===== src/rtl/wdg_ewi_pkg.sv =====
package wdg_ewi_pkg;
  localparam int CNT_W = 12;
  localparam int MIN_THRESH = 2;
  typedef logic [CNT_W-1:0] cnt_t;
  typedef struct packed {
    cnt_t thresh;
    logic en;
  } cfg_t;
endpackage


===== src/rtl/wdg_ewi_regif.sv =====
module wdg_ewi_regif
  import wdg_ewi_pkg::*;
(
  input  logic clk_i,
  input  logic rst_ni,
  input  logic wr_en_i,
  input  cnt_t wr_thresh_i,
  input  logic wr_enable_i,
  input  logic wr_ack_i,
  input  logic unlock_i,
  input  logic busy_i,
  output logic accept_o,
  output logic ack_o,
  output cfg_t pend_o
);
  logic thresh_ok;

  assign thresh_ok = wr_thresh_i >= cnt_t'(MIN_THRESH);
  assign accept_o  = wr_en_i && unlock_i && !busy_i && thresh_ok;
  // acknowledge is not write-protected
  assign ack_o     = wr_en_i && wr_ack_i;

  always_ff @(posedge clk_i or negedge rst_ni) begin
    if (!rst_ni) begin
      pend_o <= '0;
    end else if (accept_o) begin
      pend_o.thresh <= wr_thresh_i;
      pend_o.en     <= wr_enable_i;
    end
  end
endmodule


===== src/rtl/wdg_ewi_xfer.sv =====
module wdg_ewi_xfer
  import wdg_ewi_pkg::*;
#(
  parameter int LAT = 3
) (
  input  logic clk_i,
  input  logic rst_ni,
  input  logic accept_i,
  input  cfg_t pend_i,
  output logic busy_o,
  output cfg_t active_o
);
  logic [LAT-1:0] stage_q;

  generate
    if (LAT == 1) begin : g_one
      always_ff @(posedge clk_i or negedge rst_ni) begin
        if (!rst_ni) stage_q <= '0;
        else         stage_q <= accept_i;
      end
    end else begin : g_shift
      always_ff @(posedge clk_i or negedge rst_ni) begin
        if (!rst_ni) stage_q <= '0;
        else         stage_q <= {stage_q[LAT-2:0], accept_i};
      end
    end
  endgenerate

  assign busy_o = |stage_q;

  always_ff @(posedge clk_i or negedge rst_ni) begin
    if (!rst_ni)              active_o <= '0;
    else if (stage_q[LAT-1])  active_o <= pend_i;
  end
endmodule


===== src/rtl/wdg_ewi_cmp.sv =====
module wdg_ewi_cmp
  import wdg_ewi_pkg::*;
(
  input  logic clk_i,
  input  logic rst_ni,
  input  cnt_t cnt_i,
  input  logic tick_i,
  input  logic ack_i,
  input  cfg_t active_i,
  output logic irq_o
);
  logic flag_q, hit;

  assign hit = tick_i && active_i.en && (cnt_i <= active_i.thresh);

  always_ff @(posedge clk_i or negedge rst_ni) begin
    if (!rst_ni)             flag_q <= 1'b0;
    else if (!active_i.en)   flag_q <= 1'b0;
    else if (ack_i)          flag_q <= 1'b0;
    else if (hit)            flag_q <= 1'b1;
  end

  assign irq_o = flag_q && active_i.en;
endmodule


===== src/rtl/wdg_ewi.sv =====
module wdg_ewi
  import wdg_ewi_pkg::*;
#(
  parameter int XFER_LAT = 3
) (
  input  logic             clk_i,
  input  logic             rst_ni,
  input  logic             wr_en_i,
  input  logic [CNT_W-1:0] wr_thresh_i,
  input  logic             wr_enable_i,
  input  logic             wr_ack_i,
  input  logic             unlock_i,
  input  logic [CNT_W-1:0] cnt_i,
  input  logic             cnt_tick_i,
  output logic [CNT_W-1:0] rd_thresh_o,
  output logic             rd_enable_o,
  output logic             busy_o,
  output logic             irq_o
);
  logic accept, ack;
  cfg_t pend, active;

  wdg_ewi_regif u_regif (
    .clk_i, .rst_ni, .wr_en_i, .wr_thresh_i, .wr_enable_i, .wr_ack_i,
    .unlock_i, .busy_i(busy_o), .accept_o(accept), .ack_o(ack), .pend_o(pend)
  );

  wdg_ewi_xfer #(.LAT(XFER_LAT)) u_xfer (
    .clk_i, .rst_ni, .accept_i(accept), .pend_i(pend),
    .busy_o, .active_o(active)
  );

  wdg_ewi_cmp u_cmp (
    .clk_i, .rst_ni, .cnt_i, .tick_i(cnt_tick_i), .ack_i(ack),
    .active_i(active), .irq_o
  );

  assign rd_thresh_o = active.thresh;
  assign rd_enable_o = active.en;
endmodule


===== config.mk =====
export PLATFORM = sky130hd
export DESIGN_NAME = wdg_ewi
export DESIGN_NICKNAME = d
export VERILOG_FILES = /design/src/rtl/wdg_ewi_pkg.sv /design/src/rtl/wdg_ewi_regif.sv /design/src/rtl/wdg_ewi_xfer.sv /design/src/rtl/wdg_ewi_cmp.sv /design/src/rtl/wdg_ewi.sv
export SDC_FILE = /design/constraint.sdc
export NUM_CORES = 1
export LEC_CHECK = 0
export BUFFER_PORTS_ARGS = -buffer_cell sky130_fd_sc_hd__buf_2
export CELL_PAD_IN_SITES_DETAIL_PLACEMENT = 1
export CELL_PAD_IN_SITES_GLOBAL_PLACEMENT = 1
export CORE_UTILIZATION = 39
export DETAILED_ROUTE_END_ITERATION = 12
export PLACE_DENSITY_LB_ADDON = 0.25
export SLEW_MARGIN = 20
export SYNTH_ARGS = -nofsm -noshare
export SYNTH_HDL_FRONTEND = slang
export SYNTH_SLANG_ARGS = --single-unit

===== constraint.sdc =====
create_clock -name clk_i -period 1.8 [get_ports clk_i]
set_input_delay 0.18 -clock clk_i [delete_from_list [all_inputs] [get_ports clk_i]]
set_output_delay 0.18 -clock clk_i [all_outputs]
set_load 0.01 [all_outputs]

* After elaboration in Yosys (flattened, before gate mapping) *
Cells that the tools add are included.

cells by class
  bitwise logic cells = 0
  div/mod/pow operators = 0
  shift-type cells = 0
  reductions and logical operators = 9
  order comparisons = 2
  multiplexer cells = 3
  equal/unequal tests = 1
  add/sub/neg operators = 0
  $mul = 0

operators with widths
  operator               number
  $ge A12 B2 Y1 const B  1
  $le A12 B12 Y1         1
  $logic_and A1 B1 Y1    7
  $mux W1                3
  $ne A3 B2 Y1 const B   1
  $reduce_or A3 Y1       1
  $logic_not A1 Y1       1

word-level totals
  memories = 0
  ROM bits = 0
  bits in registers = 30
  RAM bits = 0
  latch bits = 0
  word-level logic and storage cells = 21

* Depth between registers and ports, before layout *
Gate-level depths: netlist of run 1.

  depth in word-level cells = 5
  depth in mapped cells = 6

* Hierarchy *
Synthesis of run 1 repeated with hierarchy kept, for this count alone.

unflattened totals
  cell total of the unflattened synthesis = 113
  area total of the unflattened synthesis = 1443.9 um^2

by module, submodules not included
  module         cells each  times used  area an instance (um^2)
  wdg_ewi_xfer   31          1           564.3
  wdg_ewi_regif  35          1           524.3
  wdg_ewi_cmp    47          1           355.3

* Worst setup path before layout of run 1 *
Ideal clock, no wire load.

  path kind = flip-flop to flip-flop
  from = register u_xfer.stage_q[2]
  to = register u_regif.pend_o[10] in the netlist's numbering
  setup slack = 152 ps
  cell stages (with the launch flop) = 7
  path buffers = 2
  data arrival time = 1523 ps
  cell sequence = dfrtp_1 > buf_6 > or3_4 > nor2_4 > o41ai_4 > buf_6 > mux2_4

between the ends
  longest elaborated chain between the ends = 4

ends and longest elaborated chain
  what                               line                 source
  start, declared                    wdg_ewi_xfer.sv:13   logic [LAT-1:0] stage_q;
  start signal, assigned             wdg_ewi_xfer.sv:24   else stage_q <= {stage_q[LAT-2:0], accept_i};
  $reduce_or A3 Y1                   wdg_ewi_xfer.sv:29   assign busy_o = |stage_q;
  via busy_o                         wdg_ewi.sv:17        output logic busy_o,
  $logic_not A1 Y1                   wdg_ewi_regif.sv:19  assign accept_o = wr_en_i && unlock_i && !busy_i && thresh_ok;
  $logic_and A1 B1 Y1 (2 in series)  wdg_ewi_regif.sv:19
  end, declared                      wdg_ewi_regif.sv:14  output cfg_t pend_o

The timed path passes the listed nets, and every way through them passes these cells.
A chain may end at the register's enable or synchronous reset.

* Worst setup path after layout of run 1 *
  from = register u_xfer.stage_q[1]
  to = register u_regif.pend_o[7] in the netlist's numbering

between the ends
  longest elaborated chain between the ends = 4

ends and longest elaborated chain
  what                               line
  $reduce_or A3 Y1                   wdg_ewi_xfer.sv:29
  $logic_not A1 Y1                   wdg_ewi_regif.sv:19
  $logic_and A1 B1 Y1 (2 in series)  wdg_ewi_regif.sv:19

No other way between the ends.

==> impl_metrics.xml, run 1 <==
<?xml version="1.0" encoding="UTF-8"?>
<metrics>
  <group name="layout">
    <metric name="drive_gt1_share" unit="%">40.34</metric>
    <metric name="antenna_cells_inserted" unit="">0</metric>
    <metric name="area.growth.synth_to_final" unit="%">24.62</metric>
    <metric name="final_non_filler_cell_total" unit="">224</metric>
    <metric name="final_nets" unit="">219</metric>
    <metric name="final_design_area_no_fill" unit="um^2">1843</metric>
  </group>
  <group name="run">
    <metric name="timing.max_cap.violations" unit="">0</metric>
  </group>
  <group name="global_route">
    <metric name="grt_remaining_overflow" unit="">0</metric>
    <metric name="pin_count_of_the_biggest_net_entering_global_routing" unit="">31</metric>
    <metric name="overall_global_routing_resource_usage" unit="%">19.37</metric>
    <metric name="grt_first_pass_wirelength" unit="mm">5.789</metric>
    <metric name="antenna_found_initial" unit="">0</metric>
    <metric name="first_global_vias" unit="">1217</metric>
  </group>
  <group name="power">
    <metric name="p_leak" unit="uW">0.0009427</metric>
    <metric name="switching_share" unit="%">31.72</metric>
    <metric name="netSwitchingPower" unit="uW">670.6</metric>
    <metric name="worst_ir_drop_vdd" unit="V">0.0005325</metric>
    <metric name="clock_power_share" unit="%">23.1</metric>
    <metric name="comb_power_share" unit="%">31.7</metric>
    <metric name="power.density" unit="nW/um^2">1147</metric>
    <metric name="pwr-share-seq" unit="%">45.1</metric>
    <metric name="internal-power" unit="uW">1443</metric>
  </group>
  <group name="route">
    <metric name="first_pass_iters" unit="">4</metric>
    <metric name="detail_route.vias_per_cell" unit="">4.973</metric>
    <metric name="topRoutingLayerUsed" unit="">met4</metric>
    <metric name="routed-via-count" unit="">1114</metric>
    <metric name="route.met3.wl" unit="um">191</metric>
    <metric name="drc_violation_count_after_routing" unit="">0</metric>
    <metric name="routed_wl" unit="mm">3.340</metric>
    <metric name="met2_length" unit="mm">1.652</metric>
    <metric name="starting_drc_count_in_detailed_routing" unit="">28</metric>
    <metric name="per_cell_routed_wire_length" unit="um">14.91</metric>
    <metric name="final_antenna_net_count" unit="">0</metric>
    <metric name="detail_route.wirelength.met1" unit="mm">1.407</metric>
  </group>
  <group name="timing">
    <metric name="count_of_endpoints_failing_hold_in_the_final_timing_report" unit="">0</metric>
    <metric name="holdWs" unit="ns">0.1341</metric>
    <metric name="fin_setup_tns" unit="ns">0</metric>
    <metric name="grt_setup_unrepaired" unit="">no</metric>
    <metric name="tightest_slew" unit="ns">0.6431</metric>
    <metric name="fmax" unit="GHz">0.6174</metric>
    <metric name="period_minus_slack" unit="ns">1.620</metric>
    <metric name="relSlewSlack" unit="%">57.13</metric>
    <metric name="fin_skew" unit="ns">0.001395</metric>
    <metric name="setup_viol" unit="">0</metric>
    <metric name="tcrit_tclk_final" unit="%">89.99</metric>
    <metric name="report.final.slew_viol_count" unit="">0</metric>
  </group>
  <group name="clock_tree">
    <metric name="cts_made_buffers" unit="">5</metric>
    <metric name="clk-insertion-delay-late" unit="ns">0.28</metric>
    <metric name="cts_resized" unit="">0</metric>
    <metric name="cts_tree" unit="">yes</metric>
    <metric name="cts.root.buffer_cell" unit="">sky130_fd_sc_hd__clkbuf_8</metric>
    <metric name="clock-sinks" unit="">30</metric>
    <metric name="path_clk_slew" unit="ns">0.06</metric>
    <metric name="cts_htree_levels" unit="">2</metric>
    <metric name="maximum_number_of_buffers_from_clock_root_to_sink" unit="">2</metric>
  </group>
  <group name="critical_path">
    <metric name="worstPathArrival" unit="ns">1.78</metric>
    <metric name="timing.critical_path.to_type" unit="">flop</metric>
    <metric name="path_class" unit="">reg -&gt; reg</metric>
    <metric name="critPathMaxFanout" unit="">8</metric>
    <metric name="setup.worst_path.start_class" unit="">flop</metric>
    <metric name="critical_path_required" unit="ns">1.96</metric>
  </group>
  <group name="synthesis">
    <metric name="synthDominantAreaCellType" unit="">sky130_fd_sc_hd__dfrtp_1</metric>
    <metric name="postSynthNetCount" unit="">167</metric>
    <metric name="synthDominantCellAreaShare" unit="%">50.76</metric>
    <metric name="post_synth_main_area_contributors" unit="">sky130_fd_sc_hd__dfrtp_1 51%, sky130_fd_sc_hd__ha_1 10%, sky130_fd_sc_hd__mux2_4 9.1%</metric>
    <metric name="ys_seq_area_share" unit="%">50.76</metric>
    <metric name="ys_ff_latch" unit="">30</metric>
    <metric name="synth-warning-count" unit="">0</metric>
    <metric name="syn_area_per_cell" unit="um^2">11.93</metric>
    <metric name="syn_area" unit="um^2">1479</metric>
    <metric name="synth_cells" unit="">124</metric>
    <metric name="synth_cell_types" unit="">24</metric>
  </group>
  <group name="placement">
    <metric name="placement.cell_area" unit="um^2">1757</metric>
    <metric name="portBuffers" unit="">45</metric>
    <metric name="gp_congestion" unit="">0.7356</metric>
    <metric name="dp.final_hpwl" unit="mm">2.708</metric>
    <metric name="dpl.cell_count" unit="">216</metric>
  </group>
  <group name="floorplan">
    <metric name="die_area" unit="um^2">4042</metric>
    <metric name="core_area" unit="um^2">3661</metric>
    <metric name="chipHeight" unit="um">63.58</metric>
    <metric name="die_width" unit="um">63.58</metric>
    <metric name="placement_rows" unit="">22</metric>
    <metric name="ioPinCount" unit="">46</metric>
    <metric name="initial_core_util" unit="%">40.40</metric>
  </group>
  <group name="worst_hold_path">
    <metric name="holdCritPathClass" unit="">in -&gt; reg</metric>
  </group>
  <group name="outcome">
    <metric name="outcome" unit="">finished clean</metric>
  </group>
</metrics>
-- path summary, 6_finish.rpt --
check                      depth (start not counted)  slack [ns]              start             endpoint
max reg2reg                                        5        0.18  u_xfer.stage_q[1]    u_regif.pend_o[7]
min reg2reg                                        0        0.39  u_xfer.stage_q[1]    u_xfer.stage_q[2]
min in group asynchronous                          2        0.49             rst_ni  u_xfer.active_o[12]
max in group asynchronous                          2        0.89             rst_ni         u_cmp.flag_q
min                                                2        0.13        wr_enable_i    u_regif.pend_o[0]
max                                                5        0.18  u_xfer.stage_q[1]    u_regif.pend_o[7]
-- what timing repair did --
item                      4_1_cts  5_1_grt
hold endpoints to repair       30        0
hold buffers                    1        0
setup buffers                   0        0
-- cells by family after synthesis --
| kind of cell | after synthesis | share of synthesized area, % |
|---|---|---|
| compound gates | 23 | 10.41 |
| fa+ha+maj | 12 | 10.15 |
| buf+inv | 17 | 5.330 |
| flops | 30 | 50.76 |
| mux | 15 | 13.71 |
| simple gates | 27 | 9.645 |
-- cells in the mapped netlist --
cell type,n
sky130_fd_sc_hd__o41ai_4,1
sky130_fd_sc_hd__nand3b_1,1
sky130_fd_sc_hd__nor2_4,1
sky130_fd_sc_hd__nand4_1,2
sky130_fd_sc_hd__dfrtp_1,30
sky130_fd_sc_hd__inv_1,13
sky130_fd_sc_hd__a211oi_1,1
sky130_fd_sc_hd__o41ai_1,1
sky130_fd_sc_hd__or3_4,1
sky130_fd_sc_hd__buf_6,2
sky130_fd_sc_hd__a21boi_0,1
sky130_fd_sc_hd__a21oi_1,4
sky130_fd_sc_hd__nor4_1,3
sky130_fd_sc_hd__mux2_4,9
sky130_fd_sc_hd__a21o_1,2
sky130_fd_sc_hd__ha_1,12
sky130_fd_sc_hd__mux2_2,6
sky130_fd_sc_hd__o211ai_1,1
sky130_fd_sc_hd__clkbuf_1,2
sky130_fd_sc_hd__nand2_1,14
sky130_fd_sc_hd__o21ai_0,12
sky130_fd_sc_hd__nor2b_1,2
sky130_fd_sc_hd__nand3_1,2
sky130_fd_sc_hd__and2_1,1
-- registers in the layout, summed over array words and instances (netlist names) --
signal           count
u_regif.pend_o      13
u_xfer.active_o     13
u_xfer.stage_q       3
u_cmp.flag_q         1
-- routing by layer --
layer  up-vias  GRT usage [%]
li1        537              -
met1       533          22.69
met2        34          31.12
met3        10          6.703
met4         0          9.943
met5         -              0
-- worst max-delay path: stages (launching register included) --
cell                      delay [ns]
sky130_fd_sc_hd__dfrtp_1        0.38
sky130_fd_sc_hd__or3_4          0.41
sky130_fd_sc_hd__nor2_4         0.13
sky130_fd_sc_hd__o41ai_4        0.08
sky130_fd_sc_hd__buf_4          0.19
sky130_fd_sc_hd__mux2_4         0.30
-- layout make-up --
class                           count  area, um^2
Multi-Input combinational cell     77       649.4
Tap cell                           48       60.06
Sequential cell                    30       750.7
Clock buffer                        7       76.32
Fill cell                         415        1818
Timing Repair Buffer               49       257.7
Inverter                           13       48.80
-- cell usage in the layout, fill, tap and decap left out, drive strengths merged, types with 2 or more instances in the layout --
master	count
nor2b	2
buf	48
nand4	2
a21oi	4
clkbuf	7
inv	13
nand2	14
nor4	3
nand3	2
o41ai	2
a21o	2
o21ai	12
ha	12
mux2	15
dfrtp	30
-- power by group through the flow --
| stage | Clock, uW | Sequential [uW] | Combinational (uW) |
|---|---|---|---|
| floorplan | 0 | 983 | 374 |
| CTS | 516 | 956 | 683 |
| detailed placement | 0 | 968 | 677 |
| global placement | 0 | 953 | 636 |
| finish | 489 | 954 | 671 |
| global route | 538 | 975 | 758 |
-- per-stage QoR --
| stage | worst slack [ns] | power [uW] | utilization (%) |
|---|---|---|---|
| after floorplan | 0.1518 | 1357 | - |
| after global placement | 0.1506 | 1589 | 47.98 |
| after detailed placement | 0.08782 | 1645 | 47.98 |
| after CTS | 0.1672 | 2155 | 50.34 |
| after global routing | 0.08481 | 2270 | 50.34 |
| final | 0.1802 | 2114 | 50.34 |
Note: power is estimated with default switching activity, not from simulation.
==> run 2, diff against run 1 <==
- ABC_AREA: default -> 1
- CORE_UTILIZATION: 39 -> 36
==> run 2 against run 1 <==
Setup slack better by 0.14 ns; sequential cell count unchanged; power up 1.5%; global-route usage down 1.0 points; synthesized cell count up 38%; first-iteration DRC count down 29%; die area up 6.6%; register-to-register slack better by 0.14 ns; clock-buffer cell count up 1; core utilization down 1.3 points; hold slack worse by 0.029 ns.
==> impl_metrics.xml, run 2 <==
<?xml version="1.0" encoding="UTF-8"?>
<metrics>
  <group name="global_route">
    <metric name="first_global_vias" unit="">1345</metric>
    <metric name="pin_count_of_the_biggest_net_entering_global_routing" unit="">31</metric>
    <metric name="overall_global_routing_resource_usage" unit="%">18.33</metric>
    <metric name="antenna_found_initial" unit="">0</metric>
    <metric name="grt_remaining_overflow" unit="">0</metric>
    <metric name="grt_first_pass_wirelength" unit="mm">5.954</metric>
  </group>
  <group name="synthesis">
    <metric name="synth_cell_types" unit="">22</metric>
    <metric name="ys_dominant_reg_cell" unit="">sky130_fd_sc_hd__dfrtp_1</metric>
    <metric name="ys_ff_latch" unit="">30</metric>
    <metric name="post_synth_main_area_contributors" unit="">sky130_fd_sc_hd__dfrtp_1 51%, sky130_fd_sc_hd__nand2_1 18%, sky130_fd_sc_hd__ha_1 10%</metric>
    <metric name="synth_edf_count" unit="">0</metric>
    <metric name="syn_area_per_cell" unit="um^2">8.532</metric>
    <metric name="synth-warning-count" unit="">0</metric>
    <metric name="synthDominantAreaCellType" unit="">sky130_fd_sc_hd__dfrtp_1</metric>
    <metric name="asyncSetResetFlopFracSynth" unit="%">100.0</metric>
    <metric name="synthTopCellsByCount" unit="">71 x sky130_fd_sc_hd__nand2_1, 30 x sky130_fd_sc_hd__dfrtp_1, 20 x sky130_fd_sc_hd__inv_1</metric>
    <metric name="synth.most_common_cell" unit="">sky130_fd_sc_hd__nand2_1</metric>
    <metric name="synthDominantCellAreaShare" unit="%">51.46</metric>
    <metric name="syn_area" unit="um^2">1459</metric>
    <metric name="postSynthNetCount" unit="">214</metric>
    <metric name="synth_cells" unit="">171</metric>
    <metric name="ys_seq_area_share" unit="%">51.46</metric>
  </group>
  <group name="floorplan">
    <metric name="core_area" unit="um^2">3771</metric>
    <metric name="die_area" unit="um^2">4311</metric>
    <metric name="die_width" unit="um">65.66</metric>
    <metric name="initial_core_util" unit="%">38.69</metric>
    <metric name="ioPinCount" unit="">46</metric>
    <metric name="chipHeight" unit="um">65.66</metric>
    <metric name="placement_rows" unit="">22</metric>
  </group>
  <group name="route">
    <metric name="final_antenna_net_count" unit="">0</metric>
    <metric name="routed_wl" unit="mm">3.415</metric>
    <metric name="detail_route.wirelength.met1" unit="mm">1.576</metric>
    <metric name="drc_violation_count_after_routing" unit="">0</metric>
    <metric name="first_pass_iters" unit="">4</metric>
    <metric name="starting_drc_count_in_detailed_routing" unit="">20</metric>
    <metric name="met2_length" unit="mm">1.650</metric>
    <metric name="detail_route.vias_per_cell" unit="">4.707</metric>
    <metric name="route.met3.wl" unit="um">147</metric>
    <metric name="topRoutingLayerUsed" unit="">met4</metric>
    <metric name="routed-via-count" unit="">1271</metric>
    <metric name="per_cell_routed_wire_length" unit="um">12.65</metric>
  </group>
  <group name="critical_path">
    <metric name="critPathMaxFanout" unit="">14</metric>
    <metric name="setup.worst_path.start_class" unit="">flop</metric>
    <metric name="timing.critical_path.to_type" unit="">flop</metric>
    <metric name="critical_path_cell_by_cell" unit="">or3_4 -&gt; nor2_2 -&gt; nand2_2 -&gt; clkinv_2 -&gt; nand2_1 -&gt; nand2_1</metric>
    <metric name="critical_path_required" unit="ns">2.01</metric>
    <metric name="path_class" unit="">reg -&gt; reg</metric>
    <metric name="critPathSlowestCell" unit="">sky130_fd_sc_hd__or3_4</metric>
    <metric name="critPathMostFrequentCell" unit="">sky130_fd_sc_hd__nand2_1</metric>
    <metric name="worstPathArrival" unit="ns">1.68</metric>
    <metric name="worst_path_dominant_cell_family" unit="">simple AND/OR/NAND/NOR gates</metric>
    <metric name="cp_num_buf_inv" unit="">1</metric>
    <metric name="critical_path.max_stage_delay" unit="ns">0.39</metric>
  </group>
  <group name="timing">
    <metric name="report.final.slew_viol_count" unit="">0</metric>
    <metric name="relSlewSlack" unit="%">56.25</metric>
    <metric name="tcrit_tclk_final" unit="%">81.96</metric>
    <metric name="fin_setup_tns" unit="ns">0</metric>
    <metric name="worst_slack" unit="ns">0.3247</metric>
    <metric name="count_of_endpoints_failing_hold_in_the_final_timing_report" unit="">0</metric>
    <metric name="fmax" unit="GHz">0.6778</metric>
    <metric name="tightest_slew" unit="ns">0.6563</metric>
    <metric name="fin_skew" unit="ns">0.002723</metric>
    <metric name="setup_viol" unit="">0</metric>
    <metric name="period_minus_slack" unit="ns">1.475</metric>
    <metric name="grt_setup_unrepaired" unit="">no</metric>
  </group>
  <group name="layout">
    <metric name="most_common_library_cell_in_the_layout_ignoring_fill_and_taps" unit="">sky130_fd_sc_hd__nand2_1</metric>
    <metric name="sequential_standard_cell_area" unit="um^2">750.7</metric>
    <metric name="multi_input_comb_area" unit="um^2">596.8</metric>
    <metric name="most-common-layout-cells" unit="">71 x sky130_fd_sc_hd__nand2_1, 45 x sky130_fd_sc_hd__buf_2, 30 x sky130_fd_sc_hd__dfrtp_1, 20 x sky130_fd_sc_hd__inv_1, 12 x sky130_fd_sc_hd__ha_1</metric>
    <metric name="area.growth.synth_to_final" unit="%">26.67</metric>
    <metric name="largest_registers" unit="">u_regif.pend_o (13), u_xfer.active_o (13), u_xfer.stage_q (3)</metric>
    <metric name="final_nets" unit="">264</metric>
    <metric name="final.fill_count" unit="">487</metric>
    <metric name="antenna_cells_inserted" unit="">0</metric>
    <metric name="drive_gt1_share" unit="%">27.93</metric>
  </group>
  <group name="run">
    <metric name="timing.max_cap.violations" unit="">0</metric>
  </group>
  <group name="placement">
    <metric name="pre_cts_ws" unit="ns">0.1944</metric>
    <metric name="dp.final_hpwl" unit="mm">2.810</metric>
    <metric name="gp_congestion" unit="">0.7507</metric>
    <metric name="portBuffers" unit="">45</metric>
  </group>
  <group name="clock_tree">
    <metric name="clk-insertion-delay-late" unit="ns">0.27</metric>
    <metric name="cts_tree" unit="">yes</metric>
    <metric name="maximum_number_of_buffers_from_clock_root_to_sink" unit="">2</metric>
    <metric name="clock-sinks" unit="">30</metric>
    <metric name="cts_made_buffers" unit="">5</metric>
    <metric name="cts_htree_levels" unit="">2</metric>
    <metric name="cts.root.buffer_cell" unit="">sky130_fd_sc_hd__clkbuf_8</metric>
    <metric name="path_clk_slew" unit="ns">0.06</metric>
  </group>
  <group name="outcome">
    <metric name="outcome" unit="">finished clean</metric>
  </group>
  <group name="worst_hold_path">
    <metric name="holdCritPathClass" unit="">in -&gt; reg</metric>
  </group>
  <group name="power">
    <metric name="power.total" unit="uW">2145</metric>
    <metric name="worst_ir_drop_vdd" unit="V">0.0005473</metric>
    <metric name="p_leak" unit="uW">0.001047</metric>
    <metric name="power.density" unit="nW/um^2">1161</metric>
  </group>
</metrics>
-- run 2: worst paths after layout --
path | from | endpoint | cells past startpoint | slack (ns)
max | u_xfer.stage_q[1] | u_regif.pend_o[10] | 6 | 0.32
min | wr_enable_i | u_regif.pend_o[0] | 3 | 0.10
max reg2reg | u_xfer.stage_q[1] | u_regif.pend_o[10] | 6 | 0.32
min reg2reg | u_xfer.stage_q[0] | u_xfer.stage_q[1] | 0 | 0.38
max in group asynchronous | rst_ni | u_regif.pend_o[9] | 2 | 0.90
min in group asynchronous | rst_ni | u_regif.pend_o[6] | 2 | 0.47
-- run 2: power breakdown --
part / internal [uW] / total, uW / switching (uW)
combinational: 253 / 607 / 354
clock: 385 / 616 / 231
sequential: 828 / 922 / 93.8
total: 1470 / 2150 / 678
-- run 2: layer usage --
layer / up-vias / global-route usage [%]
li1: 632 / -
met1: 600 / 23.29
met2: 34 / 29.72
met3: 5 / 3.993
met4: 0 / 7.880
met5: - / 0
-- run 2: final cells by class --
cell class | count | area share [%]
repair buffers | 47 | 13.13
clock buffers | 8 | 5.958
inverters | 23 | 4.739
multi-input cells | 114 | 32.30
well taps | 48 | 3.250
flip-flops and latches | 30 | 40.62
-- run 2: timing repair --
| action | CTS | global route |
|---|---|---|
| setup buffers | 0 | 0 |
| resized for setup | 0 | 0 |
| hold endpoints to repair | 30 | 0 |
| hold buffers | 1 | 0 |
-- run 2: kinds of logic after synthesis --
kind of cell / Yosys count / synth area share [%]
AOI/OAI and AO/OA: 16 / 5.660
and+or+nand+nor: 84 / 23.41
muxes: 2 / 1.544
adders and majority gates: 12 / 10.29
DFF: 30 / 51.46
buffers and inverters: 27 / 7.632
-- run 2: through the flow --
| stage | hold slack [ns] | instance area (um^2) | utilization, % | instances |
|---|---|---|---|---|
| after global placement | 0.2317 | 1728 | 45.82 | 261 |
| after CTS | 0.1027 | 1848 | 49.00 | 270 |
| final | 0.1047 | 1848 | 49.00 | 270 |
| after global routing | 0.1161 | 1848 | 49.00 | 270 |
| after detailed placement | 0.2500 | 1728 | 45.82 | 261 |
| after floorplan | -0.1156 | 1459 | - | 171 |
-- run 2: worst register-to-register path, delay by kind of cell, from the launching register on --
| family | cells | cell delay [ns] |
|---|---|---|
| flip-flops | 1 | 0.38 |
| AND/OR/NAND/NOR | 5 | 0.84 |
| buffers and inverters | 1 | 0.20 |
